$ cat src/rtl/sfcfg_pkg.sv
package sfcfg_pkg;
    localparam int BYTE_W = 8;
    localparam int NV_W   = 16;
    localparam int CFG_W  = 8;

    localparam logic [BYTE_W-1:0] OP_WREN    = 8'h06;
    localparam logic [BYTE_W-1:0] OP_WRDI    = 8'h04;
    localparam logic [BYTE_W-1:0] OP_RD_NV   = 8'hB5;
    localparam logic [BYTE_W-1:0] OP_WR_NV   = 8'hB1;
    localparam logic [BYTE_W-1:0] OP_RD_VC   = 8'h85;
    localparam logic [BYTE_W-1:0] OP_WR_VC   = 8'h81;
    localparam logic [BYTE_W-1:0] OP_RD_EV   = 8'h65;
    localparam logic [BYTE_W-1:0] OP_WR_EV   = 8'h61;
    localparam logic [BYTE_W-1:0] OP_RST_EN  = 8'h66;
    localparam logic [BYTE_W-1:0] OP_RST_MEM = 8'h99;

    typedef enum logic [2:0] {
        ST_IDLE,
        ST_OPCODE,
        ST_COLLECT,
        ST_READOUT,
        ST_IGNORE
    } state_e;

    typedef enum logic [1:0] {
        TGT_NV,
        TGT_VC,
        TGT_EV,
        TGT_NONE
    } target_e;

    function automatic logic is_write_op(input logic [BYTE_W-1:0] op);
        return (op == OP_WR_NV) || (op == OP_WR_VC) || (op == OP_WR_EV);
    endfunction

    function automatic logic is_read_op(input logic [BYTE_W-1:0] op);
        return (op == OP_RD_NV) || (op == OP_RD_VC) || (op == OP_RD_EV);
    endfunction

    // volatile byte rebuilt from the non-volatile word
    function automatic logic [CFG_W-1:0] vc_from_nv(input logic [NV_W-1:0] nv);
        logic [CFG_W-1:0] v;
        v      = '0;
        v[1:0] = 2'b11;
        v[3]   = (nv[11:9] != 3'b111);
        v[7:4] = nv[15:12];
        return v;
    endfunction

    // enhanced volatile byte rebuilt from the non-volatile word
    function automatic logic [CFG_W-1:0] ev_from_nv(input logic [NV_W-1:0] nv);
        logic [CFG_W-1:0] v;
        v      = '0;
        v[2:0] = 3'b111;
        v[3]   = 1'b1;
        v[4]   = 1'b1;
        v[6]   = nv[1];
        v[7]   = nv[3];
        return v;
    endfunction
endpackage

$ cat src/rtl/sfcfg_sync.sv
module sfcfg_sync #(
    parameter int   STAGES  = 2,
    parameter logic RST_VAL = 1'b0
) (
    input  logic clk,
    input  logic rst_n,
    input  logic d_i,
    output logic q_o
);
    logic [STAGES-1:0] chain_q;

    generate
        for (genvar s = 0; s < STAGES; s++) begin : g_stage
            always_ff @(posedge clk or negedge rst_n) begin
                if (!rst_n) begin
                    chain_q[s] <= RST_VAL;
                end else if (s == 0) begin
                    chain_q[s] <= d_i;
                end else begin
                    chain_q[s] <= chain_q[(s == 0) ? 0 : s-1];
                end
            end
        end
    endgenerate

    assign q_o = chain_q[STAGES-1];
endmodule

$ cat src/rtl/sfcfg_shifter.sv
module sfcfg_shifter
    import sfcfg_pkg::*;
#(
    parameter int SYNC_STAGES = 2
) (
    input  logic              clk,
    input  logic              rst_n,
    input  logic              spi_cs_n,
    input  logic              spi_sck,
    input  logic              spi_mosi,
    input  logic [BYTE_W-1:0] tx_next,
    output logic              frame_act,
    output logic              frame_start,
    output logic              frame_end,
    output logic              byte_stb,
    output logic [BYTE_W-1:0] rx_byte,
    output logic              spi_miso
);
    localparam int CNT_W = $clog2(BYTE_W);

    logic cs_n_s, sck_s, mosi_s;
    logic cs_n_d, sck_d;
    logic sck_rise, sck_fall;
    logic [CNT_W-1:0]  bit_cnt_q;
    logic [BYTE_W-2:0] rx_sr_q;
    logic [BYTE_W-1:0] tx_sr_q;

    sfcfg_sync #(.STAGES(SYNC_STAGES), .RST_VAL(1'b1)) u_sync_cs (
        .clk(clk), .rst_n(rst_n), .d_i(spi_cs_n), .q_o(cs_n_s));
    sfcfg_sync #(.STAGES(SYNC_STAGES), .RST_VAL(1'b0)) u_sync_sck (
        .clk(clk), .rst_n(rst_n), .d_i(spi_sck), .q_o(sck_s));
    sfcfg_sync #(.STAGES(SYNC_STAGES), .RST_VAL(1'b0)) u_sync_mosi (
        .clk(clk), .rst_n(rst_n), .d_i(spi_mosi), .q_o(mosi_s));

    always_ff @(posedge clk or negedge rst_n) begin
        if (!rst_n) begin
            cs_n_d <= 1'b1;
            sck_d  <= 1'b0;
        end else begin
            cs_n_d <= cs_n_s;
            sck_d  <= sck_s;
        end
    end

    assign frame_act   = ~cs_n_s;
    assign frame_start = cs_n_d & ~cs_n_s;
    assign frame_end   = ~cs_n_d & cs_n_s;
    assign sck_rise    = frame_act & sck_s & ~sck_d;
    assign sck_fall    = frame_act & ~sck_s & sck_d;

    always_ff @(posedge clk or negedge rst_n) begin
        if (!rst_n) begin
            bit_cnt_q <= '0;
            rx_sr_q   <= '0;
            tx_sr_q   <= '0;
        end else if (!frame_act) begin
            bit_cnt_q <= '0;
            tx_sr_q   <= '0;
        end else begin
            if (sck_rise) begin
                rx_sr_q   <= {rx_sr_q[BYTE_W-3:0], mosi_s};
                bit_cnt_q <= bit_cnt_q + 1'b1;
            end
            if (sck_fall) begin
                tx_sr_q <= (bit_cnt_q == '0) ? tx_next : {tx_sr_q[BYTE_W-2:0], 1'b0};
            end
        end
    end

    assign byte_stb = sck_rise & (bit_cnt_q == CNT_W'(BYTE_W-1));
    assign rx_byte  = {rx_sr_q, mosi_s};
    assign spi_miso = tx_sr_q[BYTE_W-1];
endmodule

$ cat src/rtl/sfcfg_ctrl.sv
module sfcfg_ctrl
    import sfcfg_pkg::*;
#(
    parameter logic [NV_W-1:0] NV_INIT = 16'h8FFF,
    parameter int              EXT_W   = 8
) (
    input  logic              clk,
    input  logic              rst_n,
    input  logic              frame_start,
    input  logic              frame_end,
    input  logic              byte_stb,
    input  logic [BYTE_W-1:0] rx_byte,
    output logic [BYTE_W-1:0] tx_next,
    output logic [NV_W-1:0]   nv_q,
    output logic [CFG_W-1:0]  vc_q,
    output logic [CFG_W-1:0]  ev_q,
    output logic              wel_q,
    output logic              four_byte_q,
    output logic [EXT_W-1:0]  ext_q,
    output logic              soft_rst
);
    state_e            state_q, state_d;
    target_e           tgt_q;
    logic              cnt_q;
    logic              rsten_q;
    logic [BYTE_W-1:0] lo_q;
    logic [BYTE_W-1:0] tx_q;
    logic              last_byte;

    assign last_byte = (tgt_q != TGT_NV) || cnt_q;
    assign soft_rst  = (state_q == ST_OPCODE) && byte_stb && (rx_byte == OP_RST_MEM) && rsten_q;
    assign tx_next   = tx_q;

    // state register
    always_ff @(posedge clk or negedge rst_n) begin
        if (!rst_n) state_q <= ST_IDLE;
        else        state_q <= state_d;
    end

    // transitions
    always_comb begin
        state_d = state_q;
        unique case (state_q)
            ST_IDLE: begin
                if (frame_start) state_d = ST_OPCODE;
            end
            ST_OPCODE: begin
                if (frame_end) begin
                    state_d = ST_IDLE;
                end else if (byte_stb) begin
                    if (is_write_op(rx_byte) && wel_q) state_d = ST_COLLECT;
                    else if (is_read_op(rx_byte))     state_d = ST_READOUT;
                    else                               state_d = ST_IGNORE;
                end
            end
            ST_COLLECT, ST_READOUT: begin
                if (frame_end)                   state_d = ST_IDLE;
                else if (byte_stb && last_byte)  state_d = ST_IGNORE;
            end
            ST_IGNORE: begin
                if (frame_end) state_d = ST_IDLE;
            end
            default: state_d = ST_IDLE;
        endcase
    end

    // registers and outputs
    always_ff @(posedge clk or negedge rst_n) begin
        if (!rst_n) begin
            nv_q        <= NV_INIT;
            vc_q        <= vc_from_nv(NV_INIT);
            ev_q        <= ev_from_nv(NV_INIT);
            wel_q       <= 1'b0;
            rsten_q     <= 1'b0;
            four_byte_q <= ~NV_INIT[0];
            ext_q       <= NV_INIT[1] ? '0 : EXT_W'(3);
            tgt_q       <= TGT_NONE;
            cnt_q       <= 1'b0;
            lo_q        <= '0;
            tx_q        <= '0;
        end else if (frame_start || frame_end) begin
            cnt_q <= 1'b0;
            tx_q  <= '0;
        end else if (byte_stb) begin
            unique case (state_q)
                ST_OPCODE: begin
                    cnt_q   <= 1'b0;
                    tx_q    <= '0;
                    tgt_q   <= TGT_NONE;
                    rsten_q <= (rx_byte == OP_RST_EN);
                    case (rx_byte)
                        OP_WREN:  wel_q <= 1'b1;
                        OP_WRDI:  wel_q <= 1'b0;
                        OP_RD_NV: begin tgt_q <= TGT_NV; tx_q <= nv_q[7:0]; end
                        OP_RD_VC: begin tgt_q <= TGT_VC; tx_q <= vc_q;      end
                        OP_RD_EV: begin tgt_q <= TGT_EV; tx_q <= ev_q;      end
                        OP_WR_NV: tgt_q <= TGT_NV;
                        OP_WR_VC: tgt_q <= TGT_VC;
                        OP_WR_EV: tgt_q <= TGT_EV;
                        OP_RST_MEM: begin
                            if (rsten_q) begin
                                wel_q <= 1'b0;
                                vc_q  <= vc_from_nv(nv_q);
                                ev_q  <= ev_from_nv(nv_q);
                                if (!nv_q[0]) four_byte_q <= 1'b1;
                                if (!nv_q[1]) ext_q       <= EXT_W'(3);
                            end
                        end
                        default: ;
                    endcase
                end
                ST_COLLECT: begin
                    if (!last_byte) begin
                        lo_q  <= rx_byte;
                        cnt_q <= 1'b1;
                    end else begin
                        wel_q <= 1'b0;
                        unique case (tgt_q)
                            TGT_NV:  nv_q <= {rx_byte, lo_q};
                            TGT_VC:  vc_q <= rx_byte;
                            TGT_EV:  ev_q <= rx_byte;
                            default: ;
                        endcase
                    end
                end
                ST_READOUT: begin
                    if (!last_byte) begin
                        tx_q  <= nv_q[15:8];
                        cnt_q <= 1'b1;
                    end else begin
                        tx_q <= '0;
                    end
                end
                default: ;
            endcase
        end
    end
endmodule

$ cat src/rtl/sfcfg_unit.sv
module sfcfg_unit
    import sfcfg_pkg::*;
#(
    parameter logic [NV_W-1:0] NV_INIT     = 16'h8FFF,
    parameter int              EXT_W       = 8,
    parameter int              SYNC_STAGES = 2
) (
    input  logic             clk,
    input  logic             rst_n,
    input  logic             spi_cs_n,
    input  logic             spi_sck,
    input  logic             spi_mosi,
    output logic             spi_miso,
    output logic             wr_en_latch_o,
    output logic             four_byte_o,
    output logic [EXT_W-1:0] ext_addr_o,
    output logic [3:0]       dummy_cycles_o,
    output logic             xip_cfg_o,
    output logic             dual_io_o,
    output logic             quad_io_o
);
    logic              frame_act, frame_start, frame_end, byte_stb, soft_rst;
    logic [BYTE_W-1:0] rx_byte, tx_next;
    logic [NV_W-1:0]   nv_q;
    logic [CFG_W-1:0]  vc_q, ev_q;

    sfcfg_shifter #(.SYNC_STAGES(SYNC_STAGES)) u_shift (
        .clk(clk), .rst_n(rst_n),
        .spi_cs_n(spi_cs_n), .spi_sck(spi_sck), .spi_mosi(spi_mosi),
        .tx_next(tx_next),
        .frame_act(frame_act), .frame_start(frame_start), .frame_end(frame_end),
        .byte_stb(byte_stb), .rx_byte(rx_byte), .spi_miso(spi_miso));

    sfcfg_ctrl #(.NV_INIT(NV_INIT), .EXT_W(EXT_W)) u_ctrl (
        .clk(clk), .rst_n(rst_n),
        .frame_start(frame_start), .frame_end(frame_end),
        .byte_stb(byte_stb), .rx_byte(rx_byte), .tx_next(tx_next),
        .nv_q(nv_q), .vc_q(vc_q), .ev_q(ev_q),
        .wel_q(wr_en_latch_o), .four_byte_q(four_byte_o), .ext_q(ext_addr_o),
        .soft_rst(soft_rst));

    assign dummy_cycles_o = vc_q[7:4];
    assign xip_cfg_o      = vc_q[3];
    assign dual_io_o      = ev_q[6];
    assign quad_io_o      = ev_q[7];
endmodule

$ cat config.mk
export PLATFORM = sky130hd
export DESIGN_NAME = sfcfg_unit
export DESIGN_NICKNAME = d
export VERILOG_FILES = /design/src/rtl/sfcfg_pkg.sv /design/src/rtl/sfcfg_sync.sv /design/src/rtl/sfcfg_shifter.sv /design/src/rtl/sfcfg_ctrl.sv /design/src/rtl/sfcfg_unit.sv
export SDC_FILE = /design/constraint.sdc
export NUM_CORES = 1
export LEC_CHECK = 0
export ABC_CLOCK_PERIOD_IN_PS = 5340
export BUFFER_PORTS_ARGS = -buffer_cell sky130_fd_sc_hd__buf_2
export CAP_MARGIN = 0
export CORE_ASPECT_RATIO = 1.1
export CORE_MARGIN = 2
export CORE_UTILIZATION = 50
export CTS_BUF_LIST = sky130_fd_sc_hd__clkbuf_16
export CTS_CLUSTER_SIZE = 20
export DETAILED_ROUTE_END_ITERATION = 6
export PLACE_DENSITY = 0.67
export SKIP_CTS_REPAIR_TIMING = 1
export SYNTH_ARGS = -nofsm -noshare
export SYNTH_HDL_FRONTEND = slang
export SYNTH_HIERARCHICAL = 1
export SYNTH_SLANG_ARGS = --single-unit
$ cat constraint.sdc
create_clock -name clk -period 5.34 [get_ports clk]
set_input_delay 0.801 -clock clk [delete_from_list [all_inputs] [get_ports clk]]
set_output_delay 0.801 -clock clk [all_outputs]
set_load 0.02 [all_outputs]
======== Yosys cells after proc, flatten, opt, wreduce, memory -nomap -nowiden ========
Cells that the tools add are included.
W data, S select, Z words.
word-level totals
  flip-flop bits (word level) ............. 84
  input bits .............................. 5
cells by class
  add/sub/neg operators ................... 1
  equality and inequality tests ........... 30
  muxes and demuxes ....................... 38
  bitwise gates (word level) .............. 15
  reductions and logical operators ........ 34
operator list
  kind                  count
  $mux W8               14
  $pmux W8 S2           3
  $eq A8 B8 Y1 const B  5
  $mux W3               10
  $eq A8 B7 Y1 const B  3
  $pmux W8 S3           1
  $reduce_and A6 Y1     3
  $eq A8 B3 Y1 const B  2
  $reduce_and A7 Y1     2
  $pmux W3 S4           1
  $reduce_bool A2 Y1    5
  $ne A2 B1 Y1 const B  4
  $not A1 Y1            8
  $reduce_and A4 Y1     2
  $reduce_or A2 Y1      4
  $and A1 B1 Y1         7
  $eq A3 B2 Y1 const B  2
  $eq A3 B3 Y1 const B  2
  $logic_not A3 Y1      2
  $logic_or A1 B1 Y1    6
  $ne A2 B2 Y1 const B  3
  $ne A3 B1 Y1 const B  2
  $ne A3 B3 Y1 const B  2
  $pmux W2 S3           1
  15 further kinds      24

======== Depth between registers and ports, before layout ========
Gate-level depths: netlist of run 1.
  word-level depth ........................ 8
  mapped depth ............................ 8
  mapped depth without buffers ............ 7

======== Modules after synthesis ========
Netlist of run 1, hierarchy kept.
by module, submodules not included
  module                                 instances  cells each  area each (sq um)  sequential area each (sq um)
  sfcfg_ctrl                             1          261         2,967.8            1,482.7
  sfcfg_shifter                          1          70          959.7              501.7
  sfcfg_sync at u_shift.u_sync_mosi ...  2          2           50.0               50.0
  sfcfg_sync at u_shift.u_sync_cs        1          2           52.6               52.6

======== Least setup slack after synthesis of run 1 ========
OpenSTA, ideal clock, no wires.
  path kind ............................... register to register
  start ................................... register u_shift.u_sync_cs.chain_q[1], in the netlist u_shift/u_sync_cs/q_o
  end ..................................... register u_ctrl.nv_q[12]
  library setup time ...................... 0.125 ns
  data arrival time ....................... 1.999 ns
  data required time ...................... 5.215 ns
  setup slack ............................. 3.216 ns
  stages on the path, launching flop included .. 9
  buffers on the path ..................... 2
  period minus slack after synthesis ...... 2.124 ns
  path through ............................ dfstp_2 buf_12 inv_1 nor2_1 nor2_1 and2_1 nand4_2 buf_2 mux2_2
between the ends
  longest elaborated chain between the ends .. 5
  elaborated cells on any way between the ends .. 9
ends and longest elaborated chain
  element                                                     line                                      text
  start: declaration                                          sfcfg_sync.sv:10                          logic [STAGES-1:0] chain_q;
  start signal: indexed assignment                            sfcfg_sync.sv:18                          chain_q[s] <= d_i;
  start signal: indexed assignment                            sfcfg_sync.sv:20                          chain_q[s] <= chain_q[(s == 0) ? 0 : s-1];
  $not A1 Y1 (no source line) (*)                             n/a
  named net frame_act                                         sfcfg_unit.sv:22                          logic frame_act, frame_start, frame_end, byte_stb, soft_rst;
  $and A1 B1 Y1, on equally long branches                     sfcfg_shifter.sv:48, sfcfg_shifter.sv:46
  $and A1 B1 Y1 / $logic_or A1 B1 Y1 (equally long branches)  sfcfg_shifter.sv:48, sfcfg_ctrl.sv:81
  $and A1 B1 Y1 / $not A1 Y1 (equally long branches)          n/a
  $reduce_and A5 Y1 (no source line) (*)                      n/a
  end signal: assignment                                      sfcfg_ctrl.sv:119                         TGT_NV: nv_q <= {rx_byte, lo_q};
  end: declaration                                            sfcfg_ctrl.sv:14                          output logic [NV_W-1:0] nv_q,
Mark *: on every way through the listed nets, which the timed path passes. The rest lies on a longest branch.
A chain may end at the register's enable or synchronous reset.

======== Final worst setup path of run 1 ========
  start ................................... register u_ctrl.state_q[2]
  end ..................................... register u_ctrl.nv_q[12]
between the ends
  longest elaborated chain between the ends .. 2
ends and longest elaborated chain
  element                             line              text
  start: declaration                  sfcfg_ctrl.sv:22  state_e state_q, state_d;
  start signal: assignment            sfcfg_ctrl.sv:37  else state_q <= state_d;
  $eq A3 B2 Y1                        sfcfg_ctrl.sv:85  unique case (state_q)
  $reduce_and A5 Y1 (no source line)  n/a
No other way between the ends.

==> results.toml, run 1 <==
[timing]
finalSetupViolCount = 0
clock.fmax_mhz = 330
holdWs_ns = 0.350
finalWorstSetupSlack_ns = 2.31
slew_viol_final = 0
worstMarginPinSlew_ns = 1.30
worst_clock_skew_ns = 0.00888
finalHoldViolCount = 0
post-route-period-util_pct = 56.8
slew_headroom_pct = 13.3
period_minus_slack_ns = 3.03
grt_setup_unrepaired = "false"
timing.setup.tns_ns = 0

[setup_path]
crit_required_ns = 5.56
endpoint = "u_ctrl/nv_q[12]"
ff2ff_setup_slack_ns = 2.31
critPathLaunch = "u_ctrl/state_q[2]"
end_kind = "register"
reg2reg_depth = 3
critPathLaunchType = "register"
worst-setup-path-type = "register to register"
crit_arrival_ns = 3.25
r2r-start = "u_ctrl/state_q[2]"
r2r-end = "u_ctrl/nv_q[12]"
path_max_fanout = 16

[floorplanning]
core_um2 = 7910
rows = 34
die_area_um2 = 8880
die_w_um = 90.0
start_util_pct = 51.5
dieHeight_um = 98.6
ios = 23

[detailed_routing]
ant_nets = 0
wirelength_mm = 8.18
wire_per_inst_um = 17.9
vias_per_cell = 5.70
drc = 0
dr_total_vias = 2607
first_iter_violations = 138
dr.pass1.iters = 4

[pwr]
power_leakage_nw = 1.98
powerDensity_nw_per_um2 = 361
vdd_drop_max_mv = 0.183
p_total_mw = 1.61

[cts]
root_buffer = "clkbuf_16"
cts_made_buffers = 9
path_clk_slew_ns = 0.07
htree_levels = 3
clock_latency_ns = 0.34
clk_path_buf_depth = 2
cts_sinks = 84
cts_tree = "done"

[synth]
ys_warn_count = 6
avgSynthCellArea_um2 = 12.1
syn_area_um2 = 4070
synthCells = 336

[final_layout]
antenna_cells = 0
drive_above_1_share_pct = 32.7
final_nets = 352
areaGrowthSynthToFinish_pct = 9.50

[placement]
gp_congestion = 0.808
place_ws_ns = 2.34
portBuffers = 16
place_hpwl_mm = 5.50

[run_status]
status = "finished, final reports clean"

[global_route]
grt_pass1_wl_mm = 13.9
gr-total-overflow = 0
grt_max_degree = 85
antenna_found_initial = 0
grt_pass1_vias = 2678
grt_use_total_pct = 19.9

[job]
max_cap_viol_count = 0

[worst_hold_path]
hold_path_class = "register to register"
[area by class of cell]
| class | count | area (µm²) |
|---|---|---|
| Clock inverter | 7 | 76.3 |
| Sequential cell | 84 | 2140 |
| Inverter | 13 | 48.8 |
| Tap cell | 108 | 135 |
| Multi-Input combinational cell | 220 | 1750 |
| Timing Repair Buffer | 16 | 82.6 |
| Clock buffer | 9 | 225 |
| Fill cell | 677 | 3450 |
[placed cells by master (no fill, tap or decap), drive strengths merged, types with 3 or more instances in the layout]
cell and instances:
clkinvlp 3, nor3b 4, o2bb2ai 8, dfrtp 56, nand2b 7, mux2i 11, clkbuf 9, o21ai 13
mux2 45, a22oi 16, conb 6, nand2 22, and2 4, nor3 5, inv 14, dfstp 28
a2bb2oi 8, nor2 17, ha 3, a31oi 3, buf 16, a21oi 7, nand4 4
[state kept, by name, indices dropped and copies added, names as in the netlist, 2 cells and up]
signal             count
u_ctrl/ev_q            8
u_ctrl/lo_q            8
u_ctrl/nv_q           16
u_ctrl/state_q         3
u_ctrl/tgt_q           2
u_ctrl/tx_next         8
u_ctrl/vc_q            8
u_shift/bit_cnt_q      3
u_shift/rx_sr_q        7
u_shift/tx_sr_q        8
[how the worst min path moves through the flow]
stage	startpoint	endpoint	slack [ns]	cells after the start
finish	u_shift/u_sync_mosi/chain_q[0]	u_shift/u_sync_mosi/q_o	0.35	0
global route	u_shift/u_sync_cs/chain_q[0]	u_shift/u_sync_cs/q_o	0.36	0
CTS	u_shift/u_sync_mosi/chain_q[0]	u_shift/u_sync_mosi/q_o	0.35	0
detailed placement	u_shift/u_sync_sck/chain_q[0]	u_shift/u_sync_sck/q_o	0.34	0
global placement	u_shift/u_sync_mosi/chain_q[0]	u_shift/u_sync_mosi/q_o	0.34	0
floorplan	u_shift/u_sync_mosi/chain_q[0]	u_shift/u_sync_mosi/q_o	0.33	0
[stage by stage]
step	util, %	instance area (µm²)	std cells
global route	56.3	4460	457
floorplan	-	4090	341
finish	56.3	4460	457
detailed placement	52.5	4160	441
global placement	52.5	4160	441
CTS	56.3	4460	457
[critical path, stage by stage (launching register included)]
cell and delay, ns:
dfrtp_1 0.53, nor3b_1 1.10, nand4_2 0.79, mux2_2 0.49
[report_power, final]
| part | switching [mW] | internal [mW] |
|---|---|---|
| Combinational | 0.104 | 0.107 |
| Sequential | 0.109 | 0.669 |
| Clock | 0.257 | 0.364 |
[per-layer routing]
layer	global-route usage, %	part of all wire (%)	vias up	wire length (µm)
met1	26.3	45	1332	3710
met2	32.5	50	50	4060
li1	-	-	1220	-
met5	0	0	-	0
met4	7.22	0.62	0	51
met3	4.59	4.4	5	357
Power figures use the tool's default switching activity.
==> inputs of run 2 (changes only) <==
--- a/config.mk
+++ b/config.mk
@@ -5,7 +5,7 @@
 export SDC_FILE = /design/constraint.sdc
 export NUM_CORES = 1
 export LEC_CHECK = 0
-export ABC_CLOCK_PERIOD_IN_PS = 5340
+export ABC_CLOCK_PERIOD_IN_PS = 2500
 export BUFFER_PORTS_ARGS = -buffer_cell sky130_fd_sc_hd__buf_2
 export CAP_MARGIN = 0
 export CORE_ASPECT_RATIO = 1.1
@@ -14,7 +14,7 @@
 export CTS_BUF_LIST = sky130_fd_sc_hd__clkbuf_16
 export CTS_CLUSTER_SIZE = 20
 export DETAILED_ROUTE_END_ITERATION = 6
-export PLACE_DENSITY = 0.67
+export PLACE_DENSITY = 0.7
 export SKIP_CTS_REPAIR_TIMING = 1
 export SYNTH_ARGS = -nofsm -noshare
 export SYNTH_HDL_FRONTEND = slang
==> constraint.sdc (replaced) <==
create_clock -name clk -period 2.5 [get_ports clk]
set_input_delay 0.375 -clock clk [delete_from_list [all_inputs] [get_ports clk]]
set_output_delay 0.375 -clock clk [all_outputs]
set_load 0.02 [all_outputs]
==> results.toml, run 2 (synthesis results as in run 1) <==
[timing]
grt_setup_unrepaired = "false"
post-route-period-util_pct = 92.2
timing.setup.tns_ns = 0
finalWorstSetupSlack_ns = 0.195
slew_headroom_pct = 51.7
worstMarginPinSlew_ns = 0.707
period_minus_slack_ns = 2.30
finalHoldViolCount = 0
worst_clock_skew_ns = 0.0101
finalSetupViolCount = 0
slew_viol_final = 0
clock.fmax_mhz = 434

[cts]
cts_sinks = 84
cts_tree = "done"
clock_latency_ns = 0.34
clk_path_buf_depth = 2
path_clk_slew_ns = 0.06
htree_levels = 3
cts_made_buffers = 9
root_buffer = "clkbuf_16"

[pwr]
power_leakage_nw = 2.07
powerDensity_nw_per_um2 = 767
vdd_drop_max_mv = 0.475
p_total_mw = 3.51

[global_route]
gr-total-overflow = 0
antenna_found_initial = 0
grt_max_degree = 44
grt_pass1_wl_mm = 14.2
grt_pass1_vias = 2753
grt_use_total_pct = 20.6

[detailed_routing]
drc = 0
ant_nets = 0
dr_total_vias = 2697
wirelength_mm = 8.51
wire_per_inst_um = 18.0
first_iter_violations = 89
vias_per_cell = 5.71
dr.pass1.iters = 4

[placement]
gp_congestion = 0.864
place_hpwl_mm = 5.82
portBuffers = 16
place_ws_ns = 0.211
placed_area_um2 = 4280

[final_layout]
final_common_cell = "dfrtp_1"
top_register = "u_ctrl/nv_q"
nFillCells = 684
final_nets = 367
post-route-util_pct = 57.9
drive_above_1_share_pct = 35.7
final_cell_mix = "dfrtp_1, mux2_2, dfstp_2, nand2_1"
fin_area_um2 = 4580
antenna_cells = 0
areaGrowthSynthToFinish_pct = 12.5
largest_reg_flops = 16

[setup_path]
slowest_delay_ns = 0.55
r2r-start = "u_shift/rx_sr_q[0]"
crit_arrival_ns = 2.53
crit_required_ns = 2.72
end_kind = "register"
path_max_fanout = 8
cpLargestDelayFamily = "simple AND/OR/NAND/NOR gates"
slowest_stage = "o41a_1"
crit_chain = "nand2b_1 -> o41a_1 -> nor3b_4 -> mux2_1"
worst-setup-path-type = "register to register"
critPathLaunch = "u_shift/rx_sr_q[0]"
path_buf_inv = 0
critPathLaunchType = "register"

[floorplanning]
ios = 23
rows = 34
dieHeight_um = 98.6
start_util_pct = 51.5
die_area_um2 = 8880
core_um2 = 7910
die_w_um = 90.0

[job]
max_cap_viol_count = 0

[worst_hold_path]
hold_path_class = "input pin to async pin"

[run_status]
status = "finished, final reports clean"
run 2: layout make-up:
| type | instances | area (µm²) | share of cell area (%) |
|---|---|---|---|
| flip-flops and latches | 84 | 2140 | 46.7 |
| repair buffers | 31 | 208 | 4.53 |
| clock buffers | 9 | 225 | 4.92 |
| clock inverters | 7 | 73.8 | 1.61 |
| inverters | 13 | 48.8 | 1.07 |
| well taps | 108 | 135 | 2.95 |
| multi-input cells | 220 | 1750 | 38.3 |
run 2: path summary, 6_finish.rpt:
path / endpoint / slack (ns) / cells after the start
min in group clk: u_shift/u_sync_cs/chain_q[0] / 0.14 / 1
worst min-delay path: u_shift/rx_sr_q[6] / 0.02 / 1
worst max-delay path: u_ctrl/ev_q[5] / 0.20 / 4
worst max register to register: u_ctrl/ev_q[5] / 0.20 / 4
worst min register to register: u_shift/u_sync_mosi/q_o / 0.35 / 0
max in group asynchronous: u_ctrl/nv_q[9] / 1.81 / 2
run 2: stage by stage:
stage	cells	hold WS, ns
global route	472	0.0751
CTS	472	0.0348
floorplan	341	0.0794
finish	472	0.0207
global placement	456	0.340
detailed placement	456	0.342
run 2: worst reg2reg max path, stage by stage, from the launching register on:
cell and delay (ns):
dfrtp_1 0.48, nand2b_1 0.27, o41a_1 0.55, nor3b_4 0.52
mux2_1 0.37
run 2: power by group:
group          total [mW]  internal, mW  switching, mW
sequential           1.52          1.43         0.0900
clock                1.32         0.778          0.537
combinational       0.678         0.295          0.383
total                3.51          2.50           1.01
run 2: metal layers:
| layer | routed length [µm] | share of wire, % | vias up | GRT usage (%) |
|---|---|---|---|---|
| met5 | 0 | 0 | - | 0 |
| met4 | 126 | 1.5 | 0 | 8.05 |
| met1 | 3840 | 45 | 1363 | 26.6 |
| met3 | 315 | 3.7 | 11 | 3.98 |
| met2 | 4230 | 50 | 64 | 34.5 |
| li1 | - | - | 1259 | - |
==> inputs of run 3 (changes only) <==
--- a/config.mk
+++ b/config.mk
@@ -9,7 +9,6 @@
 export BUFFER_PORTS_ARGS = -buffer_cell sky130_fd_sc_hd__buf_2
 export CAP_MARGIN = 0
 export CORE_ASPECT_RATIO = 1.1
-export CORE_MARGIN = 2
 export CORE_UTILIZATION = 50
 export CTS_BUF_LIST = sky130_fd_sc_hd__clkbuf_16
 export CTS_CLUSTER_SIZE = 20
==> results.toml, run 3 (synthesis results as in run 1) <==
[run_status]
status = "finished, final reports clean"

[placement]
place_hpwl_mm = 5.58
placed_area_um2 = 4290
portBuffers = 16
place_ws_ns = 0.194
gp_congestion = 0.811

[setup_path]
crit_arrival_ns = 2.51
crit_required_ns = 2.71
end_kind = "register"
path_max_fanout = 8
critPathLaunchType = "register"
worst-setup-path-type = "register to register"

[timing]
grt_setup_unrepaired = "false"
worst_clock_skew_ns = 0.00989
timing.setup.tns_ns = 0
finalHoldViolCount = 0
clock.fmax_mhz = 435
slew_headroom_pct = 50.5
slew_viol_final = 0
post-route-period-util_pct = 92.0
worstMarginPinSlew_ns = 0.736
period_minus_slack_ns = 2.30
holdWs_ns = 0.144
finalSetupViolCount = 0
finalWorstSetupSlack_ns = 0.201

[floorplanning]
rows = 34
dieHeight_um = 96.6
die_area_um2 = 8510
ios = 23
core_um2 = 7910
start_util_pct = 51.5
die_w_um = 88.0

[detailed_routing]
dr_total_vias = 2641
wl_met1_mm = 3.89
top_layer_used = "met4"
ant_nets = 0
drc = 0
dr.pass1.iters = 4
first_iter_violations = 118
wl_met3_um = 276
wirelength_mm = 8.14
wire_per_inst_um = 17.2
vias_per_cell = 5.57
wl_met2_mm = 3.87

[final_layout]
nFillCells = 669
areaGrowthSynthToFinish_pct = 12.8
final_cell_mix = "dfrtp_1, mux2_2, dfstp_2, nand2_1"
final_common_cell = "dfrtp_1"
top_register = "u_ctrl/nv_q"
largest_reg_flops = 16
fin_area_um2 = 4590
antenna_cells = 0
post-route-util_pct = 58.0
drive_above_1_share_pct = 35.2
final_nets = 369

[cts]
cts_tree = "done"
path_clk_slew_ns = 0.06
root_buffer = "clkbuf_16"
clk_path_buf_depth = 2
cts_sinks = 84
cts_made_buffers = 9
clock_latency_ns = 0.33
htree_levels = 3

[pwr]
powerDensity_nw_per_um2 = 757
power_leakage_nw = 2.07
vdd_drop_max_mv = 0.415

[global_route]
grt_pass1_vias = 2622
antenna_found_initial = 0
grt_use_total_pct = 21.2
gr-total-overflow = 0
grt_pass1_wl_mm = 13.6
grt_max_degree = 55

[worst_hold_path]
hold_path_class = "input pin to register"

[job]
max_cap_viol_count = 0
==> run 3: cell types whose count changed in the layout (fill, tap and decap cells not counted) <==
cell           before  now
buf_4              15   16
clkinv_1            0    1
clkinv_2            2    1
dlygate4sd3_1       0    1
inv_1              12   13
inv_6               2    1
==> run 3: area by class of cell <==
class                   instances  area [µm²]  share of cell area [%]
multi-input cells             220        1750                    38.2
well taps                     108         135                    2.94
clock inverters                 7        67.6                    1.47
flip-flops and latches         84        2140                    46.5
clock buffers                   9         225                    4.90
inverters                      13        48.8                    1.06
repair buffers                 33         225                    4.90
==> run 3: through the flow <==
| stage | total power, mW | instances |
|---|---|---|
| after floorplan | 2.01 | 341 |
| after detailed placement | 2.21 | 457 |
| final | 3.48 | 474 |
| after global routing | 3.63 | 474 |
| after global placement | 2.21 | 457 |
| after CTS | 3.51 | 473 |
==> run 3: final timing paths <==
| path | startpoint | endpoint | slack [ns] | depth (start not counted) |
|---|---|---|---|---|
| max | u_shift/rx_sr_q[0] | u_ctrl/ev_q[5] | 0.20 | 4 |
| min | spi_cs_n | u_shift/u_sync_cs/chain_q[0] | 0.14 | 1 |
| max reg2reg | u_shift/rx_sr_q[0] | u_ctrl/ev_q[5] | 0.20 | 4 |
| min reg2reg | u_shift/u_sync_mosi/chain_q[0] | u_shift/u_sync_mosi/q_o | 0.35 | 0 |
| max in group asynchronous | rst_n | u_ctrl/ev_q[2] | 1.31 | 3 |
| min in group asynchronous | rst_n | u_shift/tx_sr_q[7] | 0.52 | 2 |
==> run 3: critical path, stage by stage, from the launching register on <==
cell	delay [ns]
dfrtp_1	0.47
nand2b_1	0.27
o41a_1	0.54
nor3b_4	0.53
mux2_1	0.37
==> run 3: power breakdown <==
group	leakage [nW]	switching [mW]	internal, mW
combinational	0.884	0.381	0.297
sequential	1.05	0.0886	1.43
clock	0.145	0.509	0.769
total	2.07	0.978	2.50
==> run 3: per-layer routing <==
| metal | up-vias | track usage (%) |
|---|---|---|
| met3 | 7 | 3.67 |
| met4 | 0 | 8.31 |
| met1 | 1337 | 30.6 |
| li1 | 1256 | - |
| met2 | 41 | 31.8 |
| met5 | - | 0 |
